## src/rtl/nsh_pkg.sv

```systemverilog
package nsh_pkg;
   // Loop order of the modulator.
   localparam int ORDER = 5;
   // Number of resonator pairs.
   localparam int NUM_RES = (ORDER - 1) / 2;

   // Stage i (counted from 0) receives resonator feedback from stage i+1.
   function automatic bit takes_resonator(int i);
      return ((i % 2) == 1) && ((i + 1) < ORDER);
   endfunction

   // Index of the resonator gain used by stage i.
   function automatic int res_slot(int i);
      return (i - 1) / 2;
   endfunction
endpackage

```

## src/rtl/nsh_integrator.sv

```systemverilog
module nsh_integrator #(
   parameter int STATE_W = 24,
   parameter int ACC_W   = 46,
   parameter int FRAC    = 12
) (
   input  logic                      clk,
   input  logic                      rst,
   input  logic                      step,
   input  logic signed [ACC_W-1:0]   drive,
   output logic signed [STATE_W-1:0] state,
   output logic signed [STATE_W-1:0] state_nxt,
   output logic                      sat
);
   localparam logic signed [ACC_W-1:0] HI =
      {{(ACC_W-STATE_W+1){1'b0}}, {(STATE_W-1){1'b1}}};
   localparam logic signed [ACC_W-1:0] LO =
      {{(ACC_W-STATE_W+1){1'b1}}, {(STATE_W-1){1'b0}}};

   logic signed [ACC_W-1:0] scaled;
   logic signed [ACC_W-1:0] sum;

   always_comb begin
      scaled = drive >>> FRAC;
      sum    = ACC_W'(state) + scaled;
      if (sum > HI) begin
         state_nxt = HI[STATE_W-1:0];
         sat       = 1'b1;
      end else if (sum < LO) begin
         state_nxt = LO[STATE_W-1:0];
         sat       = 1'b1;
      end else begin
         state_nxt = sum[STATE_W-1:0];
         sat       = 1'b0;
      end
   end

   always_ff @(posedge clk) begin
      if (rst)       state <= '0;
      else if (step) state <= state_nxt;
   end
endmodule

```

## src/rtl/nsh_quantizer.sv

```systemverilog
module nsh_quantizer #(
   parameter int STATE_W  = 24,
   parameter int QSHIFT   = 16,
   parameter int MAX_CODE = 32,
   parameter int CODE_W   = 7
) (
   input  logic signed [STATE_W-1:0] level,
   output logic signed [CODE_W-1:0]  code,
   output logic                      clip
);
   localparam int RW = STATE_W + 1;
   localparam logic signed [RW-1:0] HALF = RW'(1) << (QSHIFT - 1);
   localparam logic signed [RW-1:0] QMAX = RW'(MAX_CODE);
   localparam logic signed [RW-1:0] QMIN = -QMAX;

   logic signed [RW-1:0] rnd;

   always_comb begin
      rnd = (RW'(level) + HALF) >>> QSHIFT;
      if (rnd > QMAX) begin
         code = QMAX[CODE_W-1:0];
         clip = 1'b1;
      end else if (rnd < QMIN) begin
         code = QMIN[CODE_W-1:0];
         clip = 1'b1;
      end else begin
         code = rnd[CODE_W-1:0];
         clip = 1'b0;
      end
   end
endmodule

```

## src/rtl/nsh5_modulator.sv

```systemverilog
module nsh5_modulator
   import nsh_pkg::*;
#(
   parameter int IN_W    = 24,
   parameter int STATE_W = 24,
   parameter int COEF_W  = 18,
   parameter int FRAC    = 12,
   parameter int QSHIFT  = 16,
   parameter int LEVELS  = 65,
   parameter int B_COEF  = 205,
   parameter int A_COEF [ORDER]   = '{205, 819, 1638, 2458, 3277},
   parameter int C_COEF [ORDER-1] = '{4096, 4096, 4096, 4096},
   parameter int G_COEF [NUM_RES] = '{8, 8},
   localparam int MAX_CODE = (LEVELS - 1) / 2,
   localparam int CODE_W   = $clog2(MAX_CODE + 1) + 1
) (
   input  logic                     clk,
   input  logic                     rst,
   input  logic                     in_valid,
   input  logic signed [IN_W-1:0]   in_sample,
   output logic                     out_valid,
   output logic signed [CODE_W-1:0] out_code,
   output logic                     overload
);
   localparam int ACC_W = STATE_W + COEF_W + 4;

   // Elaboration-time parameter checks
   if (IN_W > STATE_W) begin : g_bad_in_w
      $error("IN_W must not exceed STATE_W");
   end
   if ((LEVELS % 2) == 0 || LEVELS < 3) begin : g_bad_levels
      $error("LEVELS must be odd and at least 3");
   end
   if (QSHIFT < 1 || QSHIFT + CODE_W > STATE_W) begin : g_bad_qshift
      $error("QSHIFT must leave room for the full code range in the state");
   end
   if (FRAC < 0 || FRAC >= ACC_W) begin : g_bad_frac
      $error("FRAC out of range");
   end

   logic signed [STATE_W-1:0] x_q  [ORDER];
   logic signed [STATE_W-1:0] x_nx [ORDER];
   logic [ORDER-1:0]          sat_v;
   logic signed [CODE_W-1:0]  code_q;
   logic signed [CODE_W-1:0]  q_code;
   logic                      q_clip;
   logic signed [ACC_W-1:0]   code_fb;

   assign code_fb = ACC_W'(code_q) <<< QSHIFT;

   for (genvar i = 0; i < ORDER; i++) begin : g_stage
      logic signed [ACC_W-1:0] fwd;
      logic signed [ACC_W-1:0] res;
      logic signed [ACC_W-1:0] drive;

      if (i == 0) begin : g_head
         assign fwd = ACC_W'(B_COEF) * ACC_W'(in_sample);
      end else begin : g_chain
         assign fwd = ACC_W'(C_COEF[i-1]) * ACC_W'(x_q[i-1]);
      end

      if (takes_resonator(i)) begin : g_res
         assign res = ACC_W'(G_COEF[res_slot(i)]) * ACC_W'(x_q[i+1]);
      end else begin : g_nores
         assign res = '0;
      end

      assign drive = fwd - res - ACC_W'(A_COEF[i]) * code_fb;

      nsh_integrator #(
         .STATE_W (STATE_W),
         .ACC_W   (ACC_W),
         .FRAC    (FRAC)
      ) u_int (
         .clk       (clk),
         .rst       (rst),
         .step      (in_valid),
         .drive     (drive),
         .state     (x_q[i]),
         .state_nxt (x_nx[i]),
         .sat       (sat_v[i])
      );
   end

   nsh_quantizer #(
      .STATE_W  (STATE_W),
      .QSHIFT   (QSHIFT),
      .MAX_CODE (MAX_CODE),
      .CODE_W   (CODE_W)
   ) u_quant (
      .level (x_nx[ORDER-1]),
      .code  (q_code),
      .clip  (q_clip)
   );

   // Single feedback register: the code of this step drives the next one.
   always_ff @(posedge clk) begin
      if (rst) begin
         code_q    <= '0;
         out_valid <= 1'b0;
         overload  <= 1'b0;
      end else begin
         out_valid <= in_valid;
         if (in_valid) begin
            code_q   <= q_code;
            overload <= overload | (|sat_v) | q_clip;
         end
      end
   end

   assign out_code = code_q;
endmodule

```

## config.mk

```make
export PLATFORM = sky130hd
export DESIGN_NAME = nsh5_modulator
export DESIGN_NICKNAME = d
export VERILOG_FILES = /design/src/rtl/nsh_pkg.sv /design/src/rtl/nsh_integrator.sv /design/src/rtl/nsh_quantizer.sv /design/src/rtl/nsh5_modulator.sv
export SDC_FILE = /design/constraint.sdc
export NUM_CORES = 1
export LEC_CHECK = 0
export CELL_PAD_IN_SITES_DETAIL_PLACEMENT = 1
export CELL_PAD_IN_SITES_GLOBAL_PLACEMENT = 1
export CORE_MARGIN = 3
export CORE_UTILIZATION = 40
export CTS_CLUSTER_SIZE = 8
export DETAILED_ROUTE_END_ITERATION = 8
export GPL_TIMING_DRIVEN = 0
export PLACE_DENSITY = 0.7
export REMOVE_ABC_BUFFERS = 1
export SYNTH_ARGS = -nofsm -noshare
export SYNTH_HDL_FRONTEND = slang
export SYNTH_SLANG_ARGS = --single-unit
```

## constraint.sdc

```tcl
create_clock -name clk -period 30.2 [get_ports clk]
set_input_delay 4.53 -clock clk [delete_from_list [all_inputs] [get_ports clk]]
set_output_delay 4.53 -clock clk [all_outputs]
set_load 0.05 [all_outputs]
```

# Word-level counts from Yosys, hierarchy flattened
# Index checks and enable logic that the tools add are counted.
[classes] n_addsub=13 mul=6 div_mod_pow=0 n_lt_le_gt_ge=12 n_eq_ne=0 n_shift=0 muxes=24 bitwise=2 n_reduce_logical=1
[op_table] cell="two-way mux 24 bit" count=10
[op_table] cell="greater-than comparator 46 x 24 -> 1 bit (second input constant)" count=5
[op_table] cell="less-than comparator 46 x 24 -> 1 bit (second input constant)" count=5
[op_table] cell="subtractor 36 x 27 -> 37 bit" count=2
[op_table] cell="adder 24 x 26 -> 27 bit" count=2
[op_table] cell="adder 24 x 25 -> 26 bit" count=2
[op_table] cell="subtractor 37 x 34 -> 38 bit" count=1
[op_table] cell="subtractor 37 x 36 -> 38 bit" count=1
[op_table] cell="subtractor 36 x 35 -> 37 bit" count=1
[op_table] cell="subtractor 36 x 36 -> 37 bit" count=1
[op_table] cell="multiplier 11 x 7 -> 18 bit (first input constant)" count=2
[op_table] cell="subtractor 33 x 32 -> 34 bit" count=1
[op_table] cell="multiplier 9 x 24 -> 33 bit (first input constant)" count=1
[op_table] cell="adder 24 x 17 -> 25 bit (second input constant)" count=1
[op_table] cell="adder 24 x 22 -> 25 bit" count=1
[op_table] cell="multiplier 13 x 7 -> 20 bit (first input constant)" count=1
[op_table] cell="multiplier 12 x 7 -> 19 bit (first input constant)" count=1
[op_table] cell="multiplier 9 x 7 -> 16 bit (first input constant)" count=1
[op_table] cell="two-way mux 7 bit" count=2
[op_table] cell="two-way mux 1 bit" count=12
[op_table] cell="greater-than comparator 9 x 7 -> 1 bit (second input constant)" count=1
[op_table] cell="less-than comparator 9 x 6 -> 1 bit (second input constant)" count=1
[op_table] cell="OR reduction 5 bit" count=1
[op_table] cell="bitwise OR 1 bit" count=2
[totals] reg_bits=129 latchBits=0 mem_bits_rw=0 rom_bits=0 in_bits=27 output_inout_bits=9 word_cells=66 mem_count=0

# Depth between registers and ports, before layout
[depth] word_depth=11 ltp_mapped=43 depth_no_buf=42

# Hierarchy
# From an unflattened synthesis, not the netlist that was laid out.
[unflattened] hier_cells=4221 hier_area_um2=31896.8
[by_module_without_submodules] module="nsh5_modulator" n_inst=1 cells_per_inst=1829 area_each_um2=14863.0 seq_area_each_um2=180.2
[by_module_without_submodules] module="nsh_integrator (g_stage[0].u_int ...)" n_inst=4 cells_per_inst=472 area_each_um2=3355.7 seq_area_each_um2=480.5
[by_module_without_submodules] module="nsh_integrator (g_stage[4].u_int)" n_inst=1 cells_per_inst=457 area_each_um2=3288.2 seq_area_each_um2=480.5
[by_module_without_submodules] module="nsh_quantizer" n_inst=1 cells_per_inst=47 area_each_um2=322.8 seq_area_each_um2=0.0

# Worst setup path after synthesis
# OpenSTA, ideal clock, no wires.
[synth_path] path_type="input to register" from="input port in_sample[1]" to="register g_stage[0].u_int.state[20]" setup_time_ps=86 arrival_ps=11233 required_time_ps=30114 slack_ps=18882 stages=27 n_path_buf=2 path_cell_list="inv_1 > fa_1 > inv_1 > fa_1 > fa_1 > fa_1 > ha_1 > a21o_1 > a21o_1 > a221o_1 > a311oi_1 > o21ai_0 > a21oi_1 > o31ai_1 > or4_1 > a31oi_1 > o21bai_1 > a21oi_1 > xnor2_1 > ha_1 > clkbuf_1 > nand4_1 > o31ai_1 > xnor2_1 > clkbuf_1 > maj3_1 > a211oi_1"
[synth_via] elab_chain_cells=6 word_cells_on_any_way=7
[synth_rtl] element="from (decl)" line="nsh5_modulator.sv:20" text="input logic signed [IN_W-1:0] in_sample,"
[synth_rtl] element="multiplier 9 x 24 -> 33 bit *" line="nsh5_modulator.sv:57" text="assign fwd = ACC_W'(B_COEF) * ACC_W'(in_sample);"
[synth_rtl] element="subtractor 33 x 32 -> 34 bit *" line="nsh5_modulator.sv:68" text="assign drive = fwd - res - ACC_W'(A_COEF[i]) * code_fb;"
[synth_rtl] element="adder 24 x 22 -> 25 bit *" line="nsh_integrator.sv:24" text="sum = ACC_W'(state) + scaled;"
[synth_rtl] element="less-than comparator 46 x 24 -> 1 bit" line="nsh_integrator.sv:28" text="end else if (sum < LO) begin"
[synth_rtl] element="two-way mux 24 bit" line="nsh_integrator.sv:28"
[synth_rtl] element="two-way mux 24 bit *" line="nsh_integrator.sv:25" text="if (sum > HI) begin"
[synth_rtl] element="to (signal assigned)" line="nsh_integrator.sv:39" text="else if (step) state <= state_nxt;"
[synth_rtl] element="to (decl)" line="nsh_integrator.sv:10" text="output logic signed [STATE_W-1:0] state,"
# Every way passes the cells marked *; elsewhere a longest branch is shown, timed or not.
# A chain may end at the register's enable or synchronous reset.

# Worst setup path in the final report
[layout_path] from="input port in_sample[7]" to="register g_stage[0].u_int.state[5]"
# The elaborated chain is that of the path after synthesis.

==> flow_summary.json <==
{
  "initial_core_util": 0.407,
  "fin_skew_ns": 0.0140,
  "synthTopCellsByArea": "ha_1 22%, fa_1 13%, dfxtp_1 10%",
  "clock-sinks": 129,
  "clk_latency_ns": 0.49,
  "firstDrtPassIters": 5,
  "io_buffers": 35,
  "async_flop_share": 0,
  "synth-seq-cells": 129,
  "die_w_um": 255,
  "fmax_mhz": 78.9,
  "ys_seq_area_frac": 0.104,
  "hold_class": "reg2reg",
  "run_status": "finished clean",
  "cts.reportedPaths.clkPinSlew_ns": 0.07,
  "layout-drive-gt1-share": 0.0324,
  "startpoint": "in_sample[7]",
  "gp_congestion": 0.907,
  "core-area_um2": 60800,
  "cts_tree": "done",
  "overflow": 0,
  "post_cts_buffers": 0,
  "cts_root_buffer": "clkbuf_16",
  "crit_path_end_kind": "flip-flop",
  "synth-edff-count": 0,
  "wl_um": 78500,
  "timing.rr.start": "out_code[5]$_SDFFE_PP0P_",
  "yosys.area.top_type": "ha_1",
  "worstMarginPinSlew_ns": 1.25,
  "die_h_um": 255,
  "antenna_found_initial": 2,
  "finalSetupTns_ns": 0,
  "grt_pass1_wl_um": 126000,
  "maxCapViolCount": 0,
  "drc_errors": 0,
  "area_growth_pct": 7.30,
  "die_area_um2": 64900,
  "synth_top_area_frac": 0.221,
  "wl_per_cell_um": 20.3,
  "yosysUniqueCellTypes": 95,
  "nets": 3698,
  "arrival_ns": 13.07,
  "setup_slack_ns": 17.52,
  "syn-instance-count": 3086,
  "htreeDepth": 4,
  "synth_warnings": 0,
  "cts-resized-gates": 0,
  "final_max_slew_viol_count": 0,
  "drtIter0Drc": 941,
  "fp-row-count": 90,
  "path_max_fanout": 18,
  "syn_avg_cell_area_um2": 8.02,
  "grt_max_degree": 80,
  "hold_viol": 0,
  "slew_headroom": 0.168,
  "worstPathRequired_ns": 30.60,
  "grt_pass1_vias": 23811,
  "fin_crit_ns": 12.68,
  "vias": 22273,
  "vias_per_cell": 5.76,
  "setup_viol": 0,
  "hpwl_um": 65100,
  "cts_made_buffers": 17,
  "pre_cts_slack_ns": 17.06,
  "cts_buffer_depth": 2,
  "period_share": 0.420,
  "ys.flop_type": "dfxtp_1",
  "netlist_area_um2": 24700,
  "drtAntennaViolNets": 0,
  "rsz0062_at_grt": "no",
  "holdBufCountCts": 0,
  "hold_start": "g_stage[1].u_int.state[0]$_SDFFE_PP0P_",
  "critical_path.startpoint_type": "input pin",
  "antennaDiodeCount": 0,
  "grt_use_total": 0.245,
  "io_pins": 36,
  "crit_type": "in2reg"
}
flip-flops by register name, summed over array words and instances, names as in the netlist:
register             cells
overload                 1
g_stage.u_int.state    120
out_code                 7
out_valid                1
through the flow:
stage	area, um2	hold WS [ns]	cells	utilization
global placement	25800	0.482	3825	0.424
global route	26600	0.533	3869	0.437
floorplan	24400	0.456	3008	-
finish	26600	0.500	3869	0.437
CTS	26600	0.505	3869	0.437
detailed placement	26000	0.486	3837	0.427
final timing paths:
| check | slack, ns | depth (start not counted) | end |
|---|---|---|---|
| setup / recovery | 17.52 | 28 | g_stage[0].u_int.state[5]$_SDFFE_PP0P_ |
| hold / removal | 0.50 | 2 | g_stage[1].u_int.state[0]$_SDFFE_PP0P_ |
| setup reg to reg | 18.73 | 33 | g_stage[0].u_int.state[5]$_SDFFE_PP0P_ |
| hold reg to reg | 0.50 | 2 | g_stage[1].u_int.state[0]$_SDFFE_PP0P_ |
per-layer routing:
layer / wire length [um] / GRT usage
met5: 0 / 0
met4: 2170 / 0.0774
met3: 2620 / 0.0383
met2: 37500 / 0.427
met1: 36200 / 0.311
placed cells by master (no fill, tap or decap), types with 8 or more instances in the layout:
cell type and instances:
ha_1 438, inv_1 436, nor2_1 252, a21oi_1 243
xnor2_1 163, fa_1 159, nand2_1 145, o21ai_0 129
dfxtp_1 129, a211oi_1 112, nor3_1 80, xor2_1 79
a21o_1 78, o21a_1 42, nand3_1 42, o211ai_1 34
clkdlybuf4s50_1 33, o21bai_1 32, a31oi_1 32, nor2b_1 31
nand2b_1 28, o22ai_1 27, a21boi_0 23, and3_1 22
maj3_1 22, clkbuf_16 17, or2_2 16, a311oi_1 14
or3_1 14, and2_1 12, o31a_1 12, o31ai_1 11
nand4_1 9, a221oi_1 8
critical path, cell delays in order:
cell	delay [ns]
clkdlybuf4s50_1	0.69
inv_1	0.17
ha_1	0.31
inv_1	0.04
ha_1	0.28
fa_1	0.47
fa_1	0.60
fa_1	0.45
ha_1	0.32
a21o_1	0.18
a21o_1	0.17
a221o_1	0.32
a311oi_1	0.28
o21ai_0	0.24
a21oi_1	0.28
o31ai_1	0.18
or4_1	0.46
a31oi_1	0.34
o21bai_1	0.15
a21oi_1	0.20
xnor2_1	0.18
ha_1	0.47
nand4_1	0.18
o31ai_1	0.50
xnor2_2	0.24
buf_8	0.22
maj3_1	0.34
a211oi_1	0.26
cell type report:
class	count	area, um2
clock buffer	20	457
clock inverter	12	111
fill	7369	34300
inverter	437	1640
multi-input combinational	2442	20200
sequential	129	2580
tap	782	978
timing repair buffer	47	538
kinds of logic after synthesis:
logic type,Yosys count,share of synthesized area
AO/OA/AOI/OAI,877,0.235
XOR/XNOR,244,0.0866
adder cells (fa/ha/maj),619,0.359
buffers and inverters,515,0.0787
flip-flops,129,0.104
multiplexers,8,0.00349
AND/OR/NAND/NOR,694,0.132
synthesized netlist by cell type, types with 79 or more instances:
| library cell | instances |
|---|---|
| nor3_1 | 81 |
| ha_1 | 438 |
| dfxtp_1 | 129 |
| xnor2_1 | 164 |
| a21oi_1 | 243 |
| nor2_1 | 254 |
| nand2_1 | 145 |
| xor2_1 | 79 |
| o21ai_0 | 129 |
| a211oi_1 | 112 |
| inv_1 | 437 |
| fa_1 | 159 |
Power is left out: the tool's default activity adds up to more than one toggle a clock period on the data nets, which glitch-free logic cannot reach.
